===== src/rtl/wbc_pkg.sv =====
package wbc_pkg;

    parameter int unsigned DEF_ADDR_W     = 10;
    parameter int unsigned DEF_DATA_W     = 32;
    parameter int unsigned DEF_LINE_WORDS = 4;
    parameter int unsigned DEF_NUM_LINES  = 8;

    typedef enum logic [2:0] {
        ST_IDLE,
        ST_EVICT,
        ST_REFILL,
        ST_REPLY,
        ST_SCAN,
        ST_SCAN_END
    } wbc_state_e;

    typedef enum logic [1:0] {
        UPD_NONE,
        UPD_WORD,
        UPD_FILL,
        UPD_CLEAN
    } wbc_upd_e;

    typedef struct packed {
        logic valid;
        logic dirty;
    } wbc_flags_t;

    // a line must be copied out before its slot is reused
    function automatic logic needs_evict(wbc_flags_t f);
        return f.valid & f.dirty;
    endfunction

endpackage


===== src/rtl/wbc_line_store.sv =====
module wbc_line_store
    import wbc_pkg::*;
#(
    parameter int unsigned DATA_W     = DEF_DATA_W,
    parameter int unsigned LINE_WORDS = DEF_LINE_WORDS,
    parameter int unsigned NUM_LINES  = DEF_NUM_LINES,
    parameter int unsigned TAG_W      = 5
) (
    input  logic                          clk,
    input  logic                          rst,
    input  logic [$clog2(NUM_LINES)-1:0]  rd_idx,
    output logic [DATA_W*LINE_WORDS-1:0]  rd_line,
    output logic [TAG_W-1:0]              rd_tag,
    output wbc_flags_t                    rd_flags,
    input  wbc_upd_e                      upd_op,
    input  logic [$clog2(NUM_LINES)-1:0]  upd_idx,
    input  logic [$clog2(LINE_WORDS)-1:0] upd_off,
    input  logic [DATA_W-1:0]             upd_word,
    input  logic [TAG_W-1:0]              upd_tag,
    input  logic [DATA_W*LINE_WORDS-1:0]  upd_line,
    input  logic                          upd_dirty
);

    localparam int unsigned LINE_W = DATA_W * LINE_WORDS;

    logic [LINE_W-1:0] line_q  [NUM_LINES];
    logic [TAG_W-1:0]  tag_q   [NUM_LINES];
    wbc_flags_t        flags_q [NUM_LINES];

    // data and tags carry no reset; the flags decide their meaning
    always_ff @(posedge clk) begin
        case (upd_op)
            UPD_WORD: line_q[upd_idx][upd_off*DATA_W +: DATA_W] <= upd_word;
            UPD_FILL: begin
                line_q[upd_idx] <= upd_line;
                tag_q[upd_idx]  <= upd_tag;
            end
            default: ;
        endcase
    end

    always_ff @(posedge clk) begin
        if (rst) begin
            for (int i = 0; i < NUM_LINES; i++) begin
                flags_q[i] <= '0;
            end
        end else begin
            case (upd_op)
                UPD_WORD:  flags_q[upd_idx].dirty <= 1'b1;
                UPD_FILL:  flags_q[upd_idx] <= '{valid: 1'b1, dirty: upd_dirty};
                UPD_CLEAN: flags_q[upd_idx].dirty <= 1'b0;
                default: ;
            endcase
        end
    end

    assign rd_line  = line_q[rd_idx];
    assign rd_tag   = tag_q[rd_idx];
    assign rd_flags = flags_q[rd_idx];

endmodule


===== src/rtl/wbc_ctrl.sv =====
module wbc_ctrl
    import wbc_pkg::*;
#(
    parameter int unsigned ADDR_W     = DEF_ADDR_W,
    parameter int unsigned DATA_W     = DEF_DATA_W,
    parameter int unsigned LINE_WORDS = DEF_LINE_WORDS,
    parameter int unsigned NUM_LINES  = DEF_NUM_LINES,
    parameter int unsigned OFF_W      = $clog2(LINE_WORDS),
    parameter int unsigned IDX_W      = $clog2(NUM_LINES),
    parameter int unsigned TAG_W      = ADDR_W - OFF_W - IDX_W,
    parameter int unsigned LINE_W     = DATA_W * LINE_WORDS
) (
    input  logic                    clk,
    input  logic                    rst,
    input  logic                    cpu_req,
    input  logic                    cpu_we,
    input  logic [ADDR_W-1:0]       cpu_addr,
    input  logic [DATA_W-1:0]       cpu_wdata,
    output logic [DATA_W-1:0]       cpu_rdata,
    output logic                    cpu_ack,
    input  logic                    flush_req,
    output logic                    flush_done,
    output logic                    mem_req,
    output logic                    mem_we,
    output logic [TAG_W+IDX_W-1:0]  mem_addr,
    output logic [LINE_W-1:0]       mem_wline,
    input  logic [LINE_W-1:0]       mem_rline,
    input  logic                    mem_ack,
    output logic [IDX_W-1:0]        rd_idx,
    input  logic [LINE_W-1:0]       rd_line,
    input  logic [TAG_W-1:0]        rd_tag,
    input  wbc_flags_t              rd_flags,
    output wbc_upd_e                upd_op,
    output logic [IDX_W-1:0]        upd_idx,
    output logic [OFF_W-1:0]        upd_off,
    output logic [DATA_W-1:0]       upd_word,
    output logic [TAG_W-1:0]        upd_tag,
    output logic [LINE_W-1:0]       upd_line,
    output logic                    upd_dirty
);

    localparam logic [IDX_W-1:0] LAST_IDX = IDX_W'(NUM_LINES - 1);

    wbc_state_e        state_q, state_d;
    logic [IDX_W-1:0]  scan_q, scan_d;
    logic [DATA_W-1:0] rdata_q;
    logic              load_hit, load_mem;

    logic [OFF_W-1:0]  cpu_off;
    logic [IDX_W-1:0]  cpu_idx;
    logic [TAG_W-1:0]  cpu_tag;
    logic [IDX_W-1:0]  look_idx;
    logic              hit;
    logic [LINE_W-1:0] merged;

    assign cpu_off  = cpu_addr[OFF_W-1:0];
    assign cpu_idx  = cpu_addr[OFF_W +: IDX_W];
    assign cpu_tag  = cpu_addr[ADDR_W-1 -: TAG_W];
    assign look_idx = (state_q == ST_SCAN) ? scan_q : cpu_idx;
    assign rd_idx   = look_idx;
    assign hit      = rd_flags.valid && (rd_tag == cpu_tag);

    // refill line with the pending write word laid over it
    for (genvar w = 0; w < LINE_WORDS; w++) begin : g_merge
        assign merged[w*DATA_W +: DATA_W] =
            (cpu_we && (cpu_off == OFF_W'(w))) ? cpu_wdata
                                               : mem_rline[w*DATA_W +: DATA_W];
    end

    always_comb begin
        state_d   = state_q;
        scan_d    = scan_q;
        upd_op    = UPD_NONE;
        upd_idx   = look_idx;
        upd_off   = cpu_off;
        upd_word  = cpu_wdata;
        upd_tag   = cpu_tag;
        upd_line  = merged;
        upd_dirty = cpu_we;
        mem_req   = 1'b0;
        mem_we    = 1'b0;
        mem_addr  = {cpu_tag, cpu_idx};
        mem_wline = rd_line;
        load_hit  = 1'b0;
        load_mem  = 1'b0;
        case (state_q)
            ST_IDLE: begin
                if (flush_req) begin
                    scan_d  = '0;
                    state_d = ST_SCAN;
                end else if (cpu_req) begin
                    if (hit) begin
                        if (cpu_we) upd_op = UPD_WORD;
                        load_hit = 1'b1;
                        state_d  = ST_REPLY;
                    end else if (needs_evict(rd_flags)) begin
                        state_d = ST_EVICT;
                    end else begin
                        state_d = ST_REFILL;
                    end
                end
            end
            ST_EVICT: begin
                mem_req  = 1'b1;
                mem_we   = 1'b1;
                mem_addr = {rd_tag, look_idx};
                if (mem_ack) begin
                    upd_op  = UPD_CLEAN;
                    state_d = ST_REFILL;
                end
            end
            ST_REFILL: begin
                mem_req = 1'b1;
                if (mem_ack) begin
                    upd_op   = UPD_FILL;
                    load_mem = 1'b1;
                    state_d  = ST_REPLY;
                end
            end
            ST_REPLY: state_d = ST_IDLE;
            ST_SCAN: begin
                if (needs_evict(rd_flags)) begin
                    mem_req  = 1'b1;
                    mem_we   = 1'b1;
                    mem_addr = {rd_tag, look_idx};
                end
                if (!needs_evict(rd_flags) || mem_ack) begin
                    if (mem_ack) upd_op = UPD_CLEAN;
                    if (scan_q == LAST_IDX) state_d = ST_SCAN_END;
                    else scan_d = scan_q + 1'b1;
                end
            end
            ST_SCAN_END: state_d = ST_IDLE;
            default: state_d = ST_IDLE;
        endcase
    end

    always_ff @(posedge clk) begin
        if (rst) begin
            state_q <= ST_IDLE;
            scan_q  <= '0;
            rdata_q <= '0;
        end else begin
            state_q <= state_d;
            scan_q  <= scan_d;
            if (load_hit) rdata_q <= rd_line[cpu_off*DATA_W +: DATA_W];
            else if (load_mem) rdata_q <= mem_rline[cpu_off*DATA_W +: DATA_W];
        end
    end

    assign cpu_rdata  = rdata_q;
    assign cpu_ack    = (state_q == ST_REPLY);
    assign flush_done = (state_q == ST_SCAN_END);

endmodule


===== src/rtl/wb_cache_ctrl.sv =====
module wb_cache_ctrl
    import wbc_pkg::*;
#(
    parameter int unsigned ADDR_W     = DEF_ADDR_W,
    parameter int unsigned DATA_W     = DEF_DATA_W,
    parameter int unsigned LINE_WORDS = DEF_LINE_WORDS,
    parameter int unsigned NUM_LINES  = DEF_NUM_LINES
) (
    input  logic                                 clk,
    input  logic                                 rst,
    input  logic                                 cpu_req,
    input  logic                                 cpu_we,
    input  logic [ADDR_W-1:0]                    cpu_addr,
    input  logic [DATA_W-1:0]                    cpu_wdata,
    output logic [DATA_W-1:0]                    cpu_rdata,
    output logic                                 cpu_ack,
    input  logic                                 flush_req,
    output logic                                 flush_done,
    output logic                                 mem_req,
    output logic                                 mem_we,
    output logic [ADDR_W-$clog2(LINE_WORDS)-1:0] mem_addr,
    output logic [DATA_W*LINE_WORDS-1:0]         mem_wline,
    input  logic [DATA_W*LINE_WORDS-1:0]         mem_rline,
    input  logic                                 mem_ack
);

    localparam int unsigned OFF_W   = $clog2(LINE_WORDS);
    localparam int unsigned IDX_W   = $clog2(NUM_LINES);
    localparam int unsigned TAG_W   = ADDR_W - OFF_W - IDX_W;
    localparam int unsigned LADDR_W = ADDR_W - OFF_W;
    localparam int unsigned LINE_W  = DATA_W * LINE_WORDS;

    logic [IDX_W-1:0]  rd_idx;
    logic [LINE_W-1:0] rd_line;
    logic [TAG_W-1:0]  rd_tag;
    wbc_flags_t        rd_flags;
    wbc_upd_e          upd_op;
    logic [IDX_W-1:0]  upd_idx;
    logic [OFF_W-1:0]  upd_off;
    logic [DATA_W-1:0] upd_word;
    logic [TAG_W-1:0]  upd_tag;
    logic [LINE_W-1:0] upd_line;
    logic              upd_dirty;

    wbc_ctrl #(
        .ADDR_W(ADDR_W), .DATA_W(DATA_W),
        .LINE_WORDS(LINE_WORDS), .NUM_LINES(NUM_LINES)
    ) u_ctrl (
        .clk(clk), .rst(rst),
        .cpu_req(cpu_req), .cpu_we(cpu_we), .cpu_addr(cpu_addr),
        .cpu_wdata(cpu_wdata), .cpu_rdata(cpu_rdata), .cpu_ack(cpu_ack),
        .flush_req(flush_req), .flush_done(flush_done),
        .mem_req(mem_req), .mem_we(mem_we), .mem_addr(mem_addr),
        .mem_wline(mem_wline), .mem_rline(mem_rline), .mem_ack(mem_ack),
        .rd_idx(rd_idx), .rd_line(rd_line), .rd_tag(rd_tag), .rd_flags(rd_flags),
        .upd_op(upd_op), .upd_idx(upd_idx), .upd_off(upd_off),
        .upd_word(upd_word), .upd_tag(upd_tag), .upd_line(upd_line),
        .upd_dirty(upd_dirty)
    );

    wbc_line_store #(
        .DATA_W(DATA_W), .LINE_WORDS(LINE_WORDS),
        .NUM_LINES(NUM_LINES), .TAG_W(TAG_W)
    ) u_store (
        .clk(clk), .rst(rst),
        .rd_idx(rd_idx), .rd_line(rd_line), .rd_tag(rd_tag), .rd_flags(rd_flags),
        .upd_op(upd_op), .upd_idx(upd_idx), .upd_off(upd_off),
        .upd_word(upd_word), .upd_tag(upd_tag), .upd_line(upd_line),
        .upd_dirty(upd_dirty)
    );

endmodule


===== config.mk =====
export PLATFORM = sky130hd
export DESIGN_NAME = wb_cache_ctrl
export DESIGN_NICKNAME = d
export VERILOG_FILES = /design/src/rtl/wbc_pkg.sv /design/src/rtl/wbc_line_store.sv /design/src/rtl/wbc_ctrl.sv /design/src/rtl/wb_cache_ctrl.sv
export SDC_FILE = /design/constraint.sdc
export NUM_CORES = 1
export LEC_CHECK = 0
export BUFFER_PORTS_ARGS = -buffer_cell sky130_fd_sc_hd__buf_4
export CORE_MARGIN = 2
export CORE_UTILIZATION = 54
export CTS_BUF_LIST = sky130_fd_sc_hd__clkbuf_16
export DETAILED_ROUTE_END_ITERATION = 8
export HOLD_SLACK_MARGIN = 0.03
export MAX_ROUTING_LAYER = met4
export PLACE_DENSITY_LB_ADDON = 0.15
export RECOVER_POWER = 100
export SETUP_SLACK_MARGIN = 0.15
export SKIP_LAST_GASP = 1
export SLEW_MARGIN = 20
export SYNTH_ARGS = -nofsm -noshare
export SYNTH_HDL_FRONTEND = slang
export SYNTH_SLANG_ARGS = --single-unit

===== constraint.sdc =====
create_clock -name clk -period 4.4 [get_ports clk]
set_clock_uncertainty 0.05 [all_clocks]
set_input_delay 0.66 -clock clk [delete_from_list [all_inputs] [get_ports clk]]
set_output_delay 0.66 -clock clk [all_outputs]
set_load 0.05 [all_outputs]

# Word-level counts from Yosys, hierarchy flattened
# Memories as Yosys holds them, arrays and structs flattened.
# Cells that the tools add are included.
dict set report word_totals {
  ff_bits 38
  romBits 0
  n_memories 3
  ram_bits 1080
  input_bits 176
  latch_bits 0
}
dict set report op_classes {
  magnitude_cmp 0
  mux 185
  n_eq_ne 20
  reduce_logical 15
  n_addsub 2
  shift 4
  bitwise 131
  div_mod_pow 0
  mul 0
}
# name depth width rd rd_ports_with_merged_regs write_ports line_no
set memory_table {}
lappend memory_table {u_store.line_q 8 128 1 0 1 wbc_line_store.sv:26} ;# logic [LINE_W-1:0] line_q [NUM_LINES];
lappend memory_table {u_store.tag_q 8 5 1 0 1 wbc_line_store.sv:27} ;# logic [TAG_W-1:0] tag_q [NUM_LINES];
lappend memory_table {u_store.flags_q 8 2 1 0 8 wbc_line_store.sv:28} ;# wbc_flags_t flags_q [NUM_LINES];
# op count
set ops {}
lappend ops {{128-bit by 8-bit indexed part select with 32-bit output} 2}
lappend ops {{32-bit 2-to-1 mux} 6}
lappend ops {{1-bit 2-to-1 mux} 150}
lappend ops {{1-bit bitwise OR} 130}
lappend ops {{128-bit 2-to-1 mux} 1}
lappend ops {{32-bit by 34-bit variable shift with 128-bit output (first input constant)} 1}
lappend ops {{32-bit by 34-bit indexed part select with 128-bit output} 1}
lappend ops {{3-bit 2-to-1 mux} 12}
lappend ops {{7-bit negation with 34-bit output} 1}
lappend ops {{2-bit 2-to-1 mux} 9}
lappend ops {{8-bit one-hot mux with 2 select lines} 1}
lappend ops {{2-bit != test (second input constant)} 6}
lappend ops {{3-bit one-hot mux with 4 select lines} 1}
lappend ops {{3-bit == test (second input constant)} 3}
lappend ops {{2-bit == test (second input constant)} 4}
lappend ops {{8-bit 2-to-1 mux} 1}
lappend ops {{2-bit one-hot mux with 4 select lines} 1}
lappend ops {{3-bit by 2-bit == test with 1-bit output (second input constant)} 2}
lappend ops {{3-bit one-hot mux with 2 select lines} 1}
lappend ops {{5-bit == test} 1}
lappend ops {{1-bit logical AND} 5}
lappend ops {{5-bit AND reduction} 1}
lappend ops {{2-bit by 1-bit == test with 1-bit output (second input constant)} 2}
lappend ops {{1-bit one-hot mux with 2 select lines} 2}
lappend ops {{other kinds (11)} 13}

# Depth between registers and ports, before layout
# An unclocked memory read counts as a cell.
dict set report logic_depth {
  word_depth 17
  depth_mapped 15
  ltp_nobuf 8
}

# Cells and area by module
# Synthesis repeated with hierarchy kept, for this count alone.
dict set report unflattened {
  hier_cells 2485
  area_unflattened_um2 48826.8
}
# mod n_inst cells_per_inst seq_area_each_um2 area_per_inst_um2
set by_module_without_submodules {}
lappend by_module_without_submodules {wbc_line_store 1 1820 32351.0 42276.8}
lappend by_module_without_submodules {wbc_ctrl 1 665 760.7 6550.0}

# Worst setup path after synthesis
# Ideal clock, no wire load.
dict set report synth_path {
  path_kind {input-to-reg}
  startpoint {in cpu_addr[2]}
  endpoint {mem u_store.line_q[0][0] (netlist name), enable pin}
  setup_time_ps 421
  n_path_buf 3
  setup_slack_ps -331
  t_arrival_ps 4260
  required_ps 3929
  path_stages 11
  path_cell_list {buf_2 > buf_2 > mux2i_1 > a22o_1 > a221oi_1 > mux2i_1 > o2111ai_2 > nor4_1 > buf_2 > a31oi_1 > nor2_1}
}
dict set report synth_between {
  elab_chain_cells 12
  elab_cells_between_ends 20
  cone_classes {3 x eq/ne; 10 x mux; 2 x bitwise; 3 x reduce/logical; 2 x memory}
}
# element line_no
set synth_rtl {}
lappend synth_rtl {{from (decl)} wb_cache_ctrl.sv:13} ;# input logic [ADDR_W-1:0] cpu_addr,
lappend synth_rtl {{3-bit 2-to-1 mux *} wbc_ctrl.sv:59} ;# assign look_idx = (state_q == ST_SCAN) ? scan_q : cpu_idx;
lappend synth_rtl {{memory 8 x 5 bit} n/a}
lappend synth_rtl {{5-bit == test} wbc_ctrl.sv:61} ;# assign hit = rd_flags.valid && (rd_tag == cpu_tag);
lappend synth_rtl {{1-bit logical AND} wbc_ctrl.sv:61}
lappend synth_rtl {{2-bit 2-to-1 mux} wbc_ctrl.sv:92} ;# if (hit) begin
lappend synth_rtl {{2-bit 2-to-1 mux} wbc_ctrl.sv:91} ;# end else if (cpu_req) begin
lappend synth_rtl {{2-bit 2-to-1 mux} wbc_ctrl.sv:88} ;# if (flush_req) begin
lappend synth_rtl {{2-bit one-hot mux with 4 select lines} wbc_ctrl.sv:86} ;# case (state_q)
lappend synth_rtl {{2-bit by 1-bit == test with 1-bit output or 2-bit == test (tied branches)} wbc_line_store.sv:32} ;# case (upd_op)
lappend synth_rtl {{1-bit 2-to-1 mux} wbc_line_store.sv:32}
lappend synth_rtl {{128-bit 2-to-1 mux (implied by the code) or 1-bit 2-to-1 mux (tied branches)} {wbc_line_store.sv:33, wbc_line_store.sv:35}}
lappend synth_rtl {{1-bit bitwise OR (no source line)} n/a}
lappend synth_rtl {{to (decl)} wbc_line_store.sv:26}
# Mark *: on every way between the ends. The rest lies on a longest branch, timed or not.

# Worst setup path in the final report
dict set report layout_path {
  startpoint {reg u_ctrl.scan_q[0]}
  endpoint {out mem_wline[52]}
}
dict set report layout_between {
  elab_chain_cells 2
}
# element line_no
set layout_rtl {}
lappend layout_rtl {{from (decl)} wbc_ctrl.sv:45} ;# logic [IDX_W-1:0] scan_q, scan_d;
lappend layout_rtl {{from (signal assigned)} wbc_ctrl.sv:145} ;# scan_q <= scan_d;
lappend layout_rtl {{3-bit 2-to-1 mux} wbc_ctrl.sv:59}
lappend layout_rtl {{memory 8 x 128 bit} n/a}
lappend layout_rtl {{to (decl)} wb_cache_ctrl.sv:22} ;# output logic [DATA_W*LINE_WORDS-1:0] mem_wline,
# Every way passes these cells.

==> summary.md <==
| Metric | Value |
|---|---|
| Final Hold Viols | `0` |
| First-pass GRT wire length | `224,000 um` |
| FMAX | `232 MHz` |
| Design area | `53,600 sq um` |
| R2R cell count | `11` |
| Fin crit period | `4.31 ns` |
| Final Max Tran Viols | `0` |
| Worst reg2reg path startpoint | `u_ctrl.state_q[0]` |
| Clk root buf | `clkbuf_16` |
| Power share of the combinational group | `27.6%` |
| Largest net degree at the start of global routing | `73` |
| Vias in the first global route | `29.1k` |
| Async set-reset flop share out of synthesis | `0%` |
| Via Count | `31.0k` |
| Net Sw Frac | `34.4%` |
| Outcome | `completed` |
| Cell area after synthesis | `44,800 sq um` |
| Worst Hold Launch | `flush_req` |
| Max Fanout on Critical Path | `36` |
| Sequential power share | `40.9%` |
| WL final | `164,000 um` |
| Synth Flop Type | `edfxtp_1` |
| Syn_nets | `3,006` |
| IO buf count | `347` |
| Core area | `82,100 sq um` |
| Pint | `0.0200 W` |
| Crit path DAT | `3.60 ns` |
| Leading area contributor after synthesis | `edfxtp_1` |
| Crit path from | `u_ctrl.scan_q[0]` |
| Clock buffer depth | `3` |
| Crit start category | `flop` |
| Critical-path cell list | `buf_4, nor3_2, mux2_8, buf_4, a22oi_1, nand4_1, clkbuf_2` |
| Worst-Margin Slew | `1.27 ns` |
| Area after DPL | `50,100 sq um` |
| Most frequent cells in the layout | `1,072 x edfxtp_1, 389 x a22oi_1, 331 x buf_4` |
| Hold/Removal Path Class | `in2reg` |
| Hold Path Stages | `3` |
| EDFF count, synth | `1,072` |
| Distinct cells, synth | `70` |
| Synth Instances | `2,823` |
| Sequential share of the synthesized area | `74.0%` |
| CP delay by family, top | `simple AND/OR/NAND/NOR gates` |
| Most common cell after layout, fill and taps aside | `edfxtp_1` |
| Power density cells | `569 nW/um^2` |
| Clk network pwr share | `31.6%` |
| Die ar. | `85,200 sq um` |
| Leak Pwr | `18.2 nW` |
| NumNets Final | `3,414` |
| Rows | `105` |
| DRC violations left | `0` |
| Starting density of the core | `54.5%` |
| Vias per cell | `7.04` |
| DR iter-0 viols | `4,457` |
| Total grt overflow | `0` |
| Die height | `292 um` |
| Clock Latency Late Sink | `0.70 ns` |
| Gpl congestion | `1.04` |
| GRT Total Usage | `38.8%` |
| Detail-routed net length per standard cell | `37.1 um` |
| R2R Setup Slk | `0.23 ns` |
| Area Overhead vs Synth | `19.6%` |
| CP bufs+invs | `3` |
| CP Capture Type | `output pin` |
| Top cells by area, synth | `edfxtp_1 72%, a22oi_1 6.5%, a22o_1 4.1%` |
| Final Setup Violations | `0` |
| Die width | `292 um` |
| Type of the worst setup path | `reg2out` |
| Delay of the slowest cell on the worst path | `0.67 ns` |
| Clock slew seen by the registers of the worst setup and hold paths | `0.06 ns` |
| Yosys top cell area share | `71.9%` |
| ANT nets after route | `0` |
| Peak VDD IR | `0.408 mV` |
| R2r endpoint | `u_ctrl.cpu_rdata[17]` |
| Worst Hold End | `u_ctrl.state_q[2]` |
| Final Cycle Share | `98.0%` |
| P_sw | `0.0105 W` |
| Hold buffers post-CTS | `0` |
| Yosys reg bits | `1,118` |
| Req. time, crit path | `3.69 ns` |
| Post-route setup TNS | `0 ns` |
| Synth warn | `0` |
| CP most frequent cell | `buf_4` |
| Core Util, Final | `65.2%` |
| Layout cells sized above 1 | `22.8%` |
| Max Cap Violations | `0` |
| CTS tree | `yes` |
| Rel. slew slack | `15.2%` |
| RSZ-0062 raised after global routing | `yes` |
| DP HPWL | `109,000 um` |
| H-tree depth | `3` |
| CP max-delay cell | `nor3_2` |
| Initial antenna violation count | `10` |
| CTS Buf Count | `111` |
| Mean Syn Cell Area | `15.9 sq um` |
| # clock sinks | `1,118` |
| I/O Pins | `348` |
| Drt first pass iters | `6` |
| Pwr Total | `0.0305 W` |
## registers in the layout, indices dropped and copies added, names as in the netlist
register          cells
u_ctrl.cpu_rdata     32
u_ctrl.scan_q         3
u_ctrl.state_q        3
u_store.flags_q      16
u_store.line_q     1024
u_store.tag_q        40
## tightest hold or removal path, cell delays in order
cell,delay (ns)
buf_4,0.12
nor2_1,0.06
nor2_1,0.10
## layer usage
| layer | vias up | wire (um) | part of all wire (%) | track usage, % |
|---|---|---|---|---|
| met5 | - | 0 | 0 | - |
| met4 | 0 | 9120 | 5.6 | 17.9 |
| met3 | 337 | 22000 | 13 | 11.4 |
| met2 | 2313 | 70100 | 43 | 53.3 |
| met1 | 15700 | 62300 | 38 | 53.4 |
| li1 | 12600 | - | - | - |
## final cells by class
cell class	count	area (sq um)
inverter	49	184
sequential	1118	33100
timing repair buffer	519	4050
clock inverter	96	950
tap	1070	1340
clock buffer	112	2800
fill	5814	28500
antenna	7	17.5
multi-input combinational	1432	11100
## Yosys cell counts (3+ instances only)
library cell,n
a22o_1,212
a221o_1,17
or2_2,12
a22oi_1,389
nor4_1,4
nor4bb_1,3
a211oi_1,5
nand2b_1,5
nor2_1,70
inv_1,47
mux4_2,5
nor4b_1,4
a311oi_1,17
o211ai_1,41
nor2b_1,6
a21oi_1,40
a31oi_1,8
nor3b_1,11
o31ai_1,23
buf_1,30
dfxtp_1,46
buf_4,4
and2_1,5
nand2_1,61
clkbuf_1,137
nand3b_1,7
o41ai_1,42
ha_1,7
nand3_1,74
buf_2,54
o21ai_0,59
nand4_1,53
mux2i_1,61
o21a_1,9
nor3_1,31
o2bb2ai_1,8
mux2_2,31
edfxtp_1,1072
o21ai_1,7
a221oi_1,67
o22ai_1,6
## through the flow
stage / hold slack [ns] / instances / setup slack (ns)
after global placement: 0.403 / 4171 / 0.146
after global routing: 0.238 / 4399 / 0.0638
final: 0.235 / 4403 / 0.0892
after floorplan: 0.390 / 2823 / -0.331
after detailed placement: 0.403 / 4171 / 0.0948
after CTS: 0.155 / 4390 / 0.123
## cells by family after synthesis
group           synth area share (%)
buf+inv                         2.53
mux                             2.40
compound gates                  16.7
xor+xnor                      0.0587
simple gates                    4.14
fa+ha+maj                      0.196
flops                           74.0
## power by group through the flow
stage,clock network (W),logic (W),registers [W]
4_1_cts,0.00966,0.00838,0.0124
5_1_grt,0.0101,0.00856,0.0125
6_report,0.00962,0.00839,0.0125
3_3_place_gp,0,0.00815,0.0126
2_1_floorplan,0,0.00445,0.0128
3_5_place_dp,0,0.00821,0.0127
## worst max-delay path by stage
stage          cells after the start              endpoint
6_report                           7         mem_wline[52]
5_1_grt                            7          mem_wline[3]
4_1_cts                           10           mem_addr[7]
3_5_place_dp                      11  u_ctrl.cpu_rdata[17]
3_3_place_gp                      11  u_ctrl.cpu_rdata[17]
2_1_floorplan                     11  u_store.line_q[0][0]
## what timing repair did
item	CTS	global route
pin swaps	7	9
setup endpoints to repair	124	63
buffers inserted	9	5
resized for setup	15	35
cloned	2	1
No activity file was read; power rests on OpenSTA's default activity.
